`src/rtl/flash_arb_pkg.sv`:
```
`timescale 1ns/1ps
package flash_arb_pkg;

    localparam int N_CLIENTS = 4;
    localparam int OWN_W     = $clog2(N_CLIENTS);
    localparam int WORD_W    = 32;
    localparam int LEN_W     = 2;

    // Client codes; priority falls with increasing code.
    typedef enum logic [OWN_W-1:0] {
        CL_READ   = 2'd0,
        CL_ERASE  = 2'd1,
        CL_IDENT  = 2'd2,
        CL_CTRL   = 2'd3
    } client_e;

    typedef struct packed {
        logic [WORD_W-1:0] word;
        logic [LEN_W-1:0]  len;
        logic              dir;
        logic              quad;
        logic              hold;
    } cmd_t;

    typedef struct packed {
        logic    owned;
        client_e owner;
        logic    hold_pend;
    } arb_state_t;

endpackage

```
`src/rtl/arb_prio_pick.sv`:
```
`timescale 1ns/1ps
module arb_prio_pick #(
    parameter int N = 4,
    parameter int W = 2
) (
    input  logic [N-1:0] req,
    output logic         any,
    output logic [W-1:0] idx
);

    always_comb begin
        any = |req;
        idx = '0;
        for (int i = N - 1; i >= 0; i--) begin
            if (req[i]) begin
                idx = W'(i);
            end
        end
    end

endmodule

```
`src/rtl/arb_cmd_mux.sv`:
```
`timescale 1ns/1ps
module arb_cmd_mux
    import flash_arb_pkg::*;
#(
    parameter int N = N_CLIENTS,
    parameter int W = OWN_W
) (
    input  logic              en,
    input  logic [W-1:0]      sel,
    input  logic [N-1:0]      wr,
    input  logic [N*WORD_W-1:0] word,
    input  logic [N*LEN_W-1:0]  len,
    input  logic [N-1:0]      dir,
    input  logic [N-1:0]      quad,
    input  logic [N-1:0]      hold,
    output logic              fwd_wr,
    output cmd_t              fwd_cmd
);

    cmd_t cmds [N];

    for (genvar g = 0; g < N; g++) begin : g_unpack
        assign cmds[g].word = word[g*WORD_W +: WORD_W];
        assign cmds[g].len  = len[g*LEN_W +: LEN_W];
        assign cmds[g].dir  = dir[g];
        assign cmds[g].quad = quad[g];
        assign cmds[g].hold = hold[g];
    end

    always_comb begin
        fwd_wr  = 1'b0;
        fwd_cmd = '0;
        if (en) begin
            fwd_wr  = wr[sel];
            fwd_cmd = cmds[sel];
        end
    end

endmodule

```
`src/rtl/arb_return_steer.sv`:
```
`timescale 1ns/1ps
module arb_return_steer
    import flash_arb_pkg::*;
#(
    parameter int N = N_CLIENTS,
    parameter int W = OWN_W
) (
    input  logic                owned,
    input  logic [W-1:0]        owner,
    input  logic                port_busy,
    input  logic                port_valid,
    input  logic [WORD_W-1:0]   port_rdata,
    output logic [N-1:0]        cl_busy,
    output logic [N-1:0]        cl_valid,
    output logic [N*WORD_W-1:0] cl_rdata
);

    for (genvar g = 0; g < N; g++) begin : g_client
        logic mine;
        assign mine        = owned && (owner == W'(g));
        assign cl_busy[g]  = !mine || port_busy;
        assign cl_valid[g] = mine && port_valid;
        assign cl_rdata[g*WORD_W +: WORD_W] = mine ? port_rdata : '0;
    end

endmodule

```
`src/rtl/flash_port_arbiter.sv`:
```
`timescale 1ns/1ps
module flash_port_arbiter
    import flash_arb_pkg::*;
(
    input  logic                        clk,
    input  logic                        rst_n,
    input  logic [N_CLIENTS-1:0]        cl_req,
    input  logic [N_CLIENTS-1:0]        cl_wr,
    input  logic [N_CLIENTS*WORD_W-1:0] cl_word,
    input  logic [N_CLIENTS*LEN_W-1:0]  cl_len,
    input  logic [N_CLIENTS-1:0]        cl_dir,
    input  logic [N_CLIENTS-1:0]        cl_quad,
    input  logic [N_CLIENTS-1:0]        cl_hold,
    output logic [N_CLIENTS-1:0]        cl_busy,
    output logic [N_CLIENTS-1:0]        cl_valid,
    output logic [N_CLIENTS*WORD_W-1:0] cl_rdata,
    output logic                        port_wr,
    output logic [WORD_W-1:0]           port_word,
    output logic [LEN_W-1:0]            port_len,
    output logic                        port_dir,
    output logic                        port_quad,
    output logic                        port_hold,
    input  logic                        port_busy,
    input  logic                        port_valid,
    input  logic [WORD_W-1:0]           port_rdata,
    output logic                        owned,
    output logic [OWN_W-1:0]            owner
);

    arb_state_t st_d, st_q;

    logic             pick_any;
    logic [OWN_W-1:0] pick_idx;
    logic             fwd_wr;
    cmd_t             fwd_cmd;

    arb_prio_pick #(.N(N_CLIENTS), .W(OWN_W)) i_pick (
        .req (cl_req),
        .any (pick_any),
        .idx (pick_idx)
    );

    arb_cmd_mux #(.N(N_CLIENTS), .W(OWN_W)) i_mux (
        .en      (st_q.owned),
        .sel     (st_q.owner),
        .wr      (cl_wr),
        .word    (cl_word),
        .len     (cl_len),
        .dir     (cl_dir),
        .quad    (cl_quad),
        .hold    (cl_hold),
        .fwd_wr  (fwd_wr),
        .fwd_cmd (fwd_cmd)
    );

    arb_return_steer #(.N(N_CLIENTS), .W(OWN_W)) i_steer (
        .owned      (st_q.owned),
        .owner      (st_q.owner),
        .port_busy  (port_busy),
        .port_valid (port_valid),
        .port_rdata (port_rdata),
        .cl_busy    (cl_busy),
        .cl_valid   (cl_valid),
        .cl_rdata   (cl_rdata)
    );

    always_comb begin
        st_d = st_q;
        if (!st_q.owned) begin
            if (pick_any) begin
                st_d.owned     = 1'b1;
                st_d.owner     = client_e'(pick_idx);
                st_d.hold_pend = 1'b0;
            end
        end else begin
            if (fwd_wr) begin
                st_d.hold_pend = fwd_cmd.hold;
            end
            if (!cl_req[st_q.owner] && !port_busy && !st_q.hold_pend
                && !(fwd_wr && fwd_cmd.hold)) begin
                st_d.owned     = 1'b0;
                st_d.hold_pend = 1'b0;
            end
        end
    end

    always_ff @(posedge clk) begin
        if (!rst_n) begin
            st_q <= '{owned: 1'b0, owner: CL_READ, hold_pend: 1'b0};
        end else begin
            st_q <= st_d;
        end
    end

    assign port_wr   = fwd_wr;
    assign port_word = fwd_cmd.word;
    assign port_len  = fwd_cmd.len;
    assign port_dir  = fwd_cmd.dir;
    assign port_quad = fwd_cmd.quad;
    assign port_hold = fwd_cmd.hold;
    assign owned     = st_q.owned;
    assign owner     = st_q.owner;

endmodule

```
`config.mk`:
```
export PLATFORM = sky130hd
export DESIGN_NAME = flash_port_arbiter
export DESIGN_NICKNAME = d
export VERILOG_FILES = /design/src/rtl/flash_arb_pkg.sv /design/src/rtl/arb_prio_pick.sv /design/src/rtl/arb_cmd_mux.sv /design/src/rtl/arb_return_steer.sv /design/src/rtl/flash_port_arbiter.sv
export SDC_FILE = /design/constraint.sdc
export NUM_CORES = 1
export LEC_CHECK = 0
export BUFFER_PORTS_ARGS = -buffer_cell sky130_fd_sc_hd__buf_2
export CAP_MARGIN = 20
export CORE_AREA = 2 2 142 144
export CTS_CLUSTER_SIZE = 20
export DETAILED_ROUTE_END_ITERATION = 12
export DIE_AREA = 0 0 144 146
export PLACE_DENSITY_LB_ADDON = 0.3
export SLEW_MARGIN = 20
export SYNTH_ARGS = -nofsm -noshare
export SYNTH_HDL_FRONTEND = slang
export SYNTH_SLANG_ARGS = --single-unit
```
`constraint.sdc`:
```
create_clock -name clk -period 1.6 [get_ports clk]
set_input_delay 0.08 -clock clk [delete_from_list [all_inputs] [get_ports clk]]
set_output_delay 0.08 -clock clk [all_outputs]
set_load 0.02 [all_outputs]
```
Word level (Yosys, flattened, before mapping). Cells that the tools add are included.

Register bits after elaboration: 4. Input bits: 192. Word-level logic and storage cells: 63.

$lt $le $gt $ge: 2. Eq/ne operators: 4. Multiplexer cells: 23. Bitwise gates (word level): 2. Reduce and logical (&&, ||, !) cells: 29.

Operator list (number): $mux 32 (4); $mux 37 (3); $bmux 37 s2 (1); $logic_and 1x1->1 (12); $logic_not 1->1 (8); $mux 1 (8); $mux 2 (4); $bmux 1 s2 (2); $eq 2x2->1 const B (2); $logic_or 1x1->1 (4); $mux 4 (1); $reduce_and 2->1 (2); $reduce_or 4->1 (1); $ge 3x3->1 const B (1); $lt 2x3->1 const B (1); $ne 3x1->1 const B (1); $not 2->3 (1); $eq 2x1->1 const B (1); $logic_not 2->1 (1); $reduce_bool 2->1 (1); $not 1->1 (1).

Logic depth before layout (Yosys ltp).
Word-level depth: 10. Depth in mapped cells: 6. Depth with buffers taken out: 3.

Modules after synthesis. Synthesis repeated with hierarchy kept, for this count alone.

Cell total of the unflattened synthesis: 340. Area total of the unflattened synthesis: 3034.2 µm².

By module, submodules not included: arb_return_steer (times used 1, cells each 181, area each 1610.3 µm², seq. area each 0.0 µm²); arb_cmd_mux (times used 1, cells each 133, area each 1177.4 µm², seq. area each 0.0 µm²); flash_port_arbiter (times used 1, cells each 19, area each 211.5 µm², seq. area each 80.1 µm²); arb_prio_pick (times used 1, cells each 7, area each 35.0 µm², seq. area each 0.0 µm²).

Worst setup path after synthesis. OpenSTA, ideal clock, no wires.

Path kind: flip-flop to flip-flop. From: register st_q, in the netlist owner[0]. To: register st_q[0] in the netlist's numbering. Arrival time: 1.367 ns. Data required time: 1.484 ns. Path slack: 0.117 ns. Cell stages (with the launch flop): 5. Buffers on the path: 1. Clock period less this slack: 1.483 ns. Cell sequence: dfxtp_1 buf_6 mux4_2 and2_4 a31o_1.

Longest elaborated chain between the ends: 10. Elaborated cells on any way between the ends: 21. Those cells by class: eq/ne: 1; mux: 12; bitwise: 1; reduce/logical: 7.

RTL lines: start, declared (line flash_port_arbiter.sv:30) `arb_state_t st_d, st_q;`; start signal, assigned (line flash_port_arbiter.sv:89) `st_q <= '{owned: 1'b0, owner: CL_READ, hold_pend: 1'b0};`; start signal, assigned (line flash_port_arbiter.sv:91) `st_q <= st_d;`; $not 2->3 (not written as such) * (line arb_cmd_mux.sv:35) `fwd_cmd = cmds[sel];`; $bmux 37 s2 * (line arb_cmd_mux.sv:35); $mux 37 (not written as such) * (2 in series) (line arb_cmd_mux.sv:35); $mux 37 * (line arb_cmd_mux.sv:33) `if (en) begin`; net port_hold (line flash_port_arbiter.sv:22) `output logic port_hold,`; $logic_and 1x1->1 (line flash_port_arbiter.sv:80) `&& !(fwd_wr && fwd_cmd.hold)) begin`; $logic_not 1->1 (line flash_port_arbiter.sv:80); $logic_and 1x1->1 (line flash_port_arbiter.sv:80); $ne 3x1->1 (no line) / $mux 1 (equally long branches); $reduce_and 2->1 (no line) / $mux 1 (equally long branches).

Mark *: on every way through the listed nets, which the timed path passes. The rest lies on a longest branch. The select of a mux whose other input is x is not followed. A chain may end at the register's enable or synchronous reset.

Worst setup path after layout.
From: register st_q, in the netlist owner[0]. To: output port port_word[31].

Longest elaborated chain between the ends: 5.

RTL lines: $not 2->3 (not written as such) (line arb_cmd_mux.sv:35); $bmux 37 s2 (line arb_cmd_mux.sv:35); $mux 37 (not written as such) (2 in series) (line arb_cmd_mux.sv:35); $mux 37 (line arb_cmd_mux.sv:33); end, declared (line flash_port_arbiter.sv:18) `output logic [WORD_W-1:0] port_word,`.

Every way passes these cells. The select of a mux whose other input is x is not followed.

==> flow_summary.json <==
{
  "status": "finished, violations left",
  "failed_checks": "setup timing",
  "power_frac_clock_pct": 19.2,
  "initial_core_util_pct": 12.2,
  "drc_errors": 0,
  "yosysUniqueCellTypes": 27,
  "fmax_mhz": 570,
  "chipWidth_microns": 144,
  "h-tree-depth": 1,
  "p_switching_mw": 0.834,
  "min_path_cells": 2,
  "ff_latch_area_sq_um": 88.8,
  "r2r_cells": 4,
  "syn2layout_area_growth_pct": 129,
  "core_sq_um": 19300,
  "arrival_ps": 1670,
  "syn_area_sq_um": 2370,
  "gr-usage-all-layers_pct": 11.3,
  "crit_slowest_cell": "mux4_1",
  "cts.sinks": 4,
  "p_per_area_nw_per_um2": 388,
  "synthMuxAreaShare_pct": 37.4,
  "finalCritPeriodShare_pct": 110,
  "insertion_delay_ps": 220,
  "worstSetupPathType": "flip-flop to output port",
  "drive_above_1_share_pct": 74.4,
  "worstReg2RegEnd": "st_q[0]",
  "multi_input_area_sq_um": 2210,
  "via_count": 3520,
  "fin_tns_setup_ps": -9700,
  "setup_slack_ps": -154,
  "fin_util_pct": 28.0,
  "synth_top_family_by_area": "simple AND/OR/NAND/NOR gates",
  "ant_nets": 0,
  "cp-end-kind": "output port",
  "overflow": 0,
  "synth_fp_nets": 461,
  "vias_per_cell": 3.88,
  "p_int_mw": 1.26,
  "hold_violations": 0,
  "path_max_fanout": 9,
  "swShare_pct": 39.8,
  "synth_simple_gate_area_share_pct": 49.4,
  "drt_iter0_drc": 51,
  "cts_buffer_depth": 2,
  "cpPeakStageDelay_ps": 530,
  "p_leak_nw": 2.83,
  "grt_max_degree": 35,
  "rr_startpoint": "owner[0]",
  "slew-limit-headroom_pct": 80.3,
  "tightest_slew_ps": 296,
  "yosys.area_share.adder_pct": 0,
  "worstHoldPathType": "input pin to flip-flop",
  "hold_path_startpoint": "rst_n",
  "ir_drop_mv": 0.325,
  "synth_compound_area_share_pct": 2.59,
  "critPathRequiredTime_ps": 1520,
  "io_buffers": 368,
  "fin_crit_ps": 1750,
  "rsz0062_at_grt": "yes",
  "place_congestion": 0.770,
  "die_area_sq_um": 21000,
  "skew_ps": 2.95,
  "r2r_setup_slack_ps": 20,
  "grt_pass1_wl_mm": 18.6,
  "die_h_microns": 146,
  "cts_tree": "built",
  "finalSetupViolations": 157,
  "cts_root_buf": "clkbuf_16",
  "io_pins": 369,
  "wl_per_cell_microns": 15.3,
  "ctsHoldBuffers": 0,
  "ys_ff_latch": 4,
  "maxCapViolations": 0,
  "final_nets": 833,
  "synthCells": 269,
  "final_max_slew_viol_count": 0,
  "avgSynthCellArea_sq_um": 8.80,
  "place_hpwl_mm": 10.6,
  "firstDrtPassIters": 4,
  "path_clk_slew_ps": 30,
  "wirelength_mm": 13.8,
  "min_to": "owner[0]",
  "antenna_found_initial": 3,
  "yosys.area_share.xor_xnor_pct": 0,
  "grt_pass1_vias": 3434,
  "ys_seq_area_share_pct": 3.38,
  "fillCellCount": 2072,
  "p_comb_share_pct": 74.6,
  "num_rows": 51,
  "start_kind": "flip-flop",
  "seqPwrFrac_pct": 6.2,
  "numCtsBuffers": 3,
  "ys_warn_count": 0,
  "path_cells": "buf_12 -> mux4_1 -> and2_1 -> buf_2"
}
==> flip-flops by register name (all words and copies together) (netlist names) <==
signal,flops
owner,2
st_q,1
owned,1
==> worst max path at each step <==
stage,from,to,depth (start not counted)
after detailed placement,owner[0],port_word[29],4
after CTS,owner[0],port_word[29],4
after global routing,owner[0],port_word[0],4
after floorplan,owner[0],st_q[0],4
after global placement,owner[0],port_word[1],4
final,owner[0],port_word[31],4
==> stage by stage <==
step / instances / setup WS (ps) / power, mW / hold WS (ps) / instance area, sq um
2_1_floorplan: 269 / 117 / 0.920 / 213 / 2370
5_1_grt: 907 / -216 / 2.22 / 153 / 5420
3_5_place_dp: 887 / 52.3 / 1.51 / 371 / 4580
3_3_place_gp: 887 / 74.7 / 1.50 / 372 / 4580
4_1_cts: 900 / -165 / 2.03 / 144 / 5110
6_report: 907 / -154 / 2.10 / 142 / 5420
==> cells by family after synthesis <==
kind of cell	Yosys count
buffers and inverters	30
flip-flops	4
AND/OR/NAND/NOR	188
multiplexers	39
AO/OA/AOI/OAI	8
==> metal layers <==
metal | global-route usage, % | vias to the layer above | wire [microns] | share of wire (%)
li1 | - | 1672 | - | -
met1 | 12.2 | 1634 | 5080 | 37
met2 | 22.8 | 206 | 7490 | 54
met3 | 2.40 | 8 | 1210 | 8.7
met4 | 1.18 | 0 | 68 | 0.49
met5 | 0 | - | 0 | 0
==> cell usage after synthesis, drive strengths merged <==
cell type,count,area share [%]
o32ai,1,0.37
and3,1,0.26
and3b,1,0.37
o21ai,1,0.21
and2,170,45
nand2b,3,0.79
nor3b,1,0.53
o211a,1,0.42
nand2,3,0.48
clkbuf,17,2.7
or4,1,0.32
nor2,5,0.79
nand3,1,0.21
o221a,1,0.48
buf,12,4.3
or3,1,0.26
mux4,39,37
dfxtp,4,3.4
a21oi,2,0.42
o21bai,1,0.32
inv,1,0.16
a31o,1,0.37
nor4b,1,0.37
==> layout make-up <==
cell class,count,area share [%]
clock buffers,4,1.46
well taps,265,6.12
multi-input cells,235,40.9
repair buffers,396,49.7
flip-flops and latches,4,1.64
diodes,2,0.0924
inverters,1,0.0693
==> critical path: cells and delay by family (launching register included) <==
kind	cells	cell delay, ps
buf+inv	2	310
flops	1	430
mux	1	530
simple gates	1	170
==> power groups by stage <==
stage / Sequential, mW / Clock, mW / Combinational, mW
6_report: 0.130 / 0.403 / 1.57
5_1_grt: 0.133 / 0.417 / 1.67
4_1_cts: 0.128 / 0.409 / 1.49
3_5_place_dp: 0.129 / 0 / 1.38
3_3_place_gp: 0.129 / 0 / 1.37
2_1_floorplan: 0.117 / 0 / 0.803
==> cell usage in the layout, fill, tap and decap left out, types with 2 or more instances in the layout <==
cell type  count
buf_2        277
and2_1       139
buf_4         54
buf_6         50
mux4_2        38
and2_4        31
buf_12         9
clkbuf_16      6
nor2_1         4
nand2b_1       3
buf_16         3
diode_2        2
a21oi_1        2
nand2_1        2
dfxtp_4        2
==> what timing repair did <==
| item | in CTS | in global routing |
|---|---|---|
| cloned | 3 | 3 |
| setup endpoints to repair | 161 | 164 |
| pin swaps | 9 | 3 |
| resized for setup | 119 | 67 |
| setup buffers | 6 | 3 |
Power figures use the tool's default switching activity.
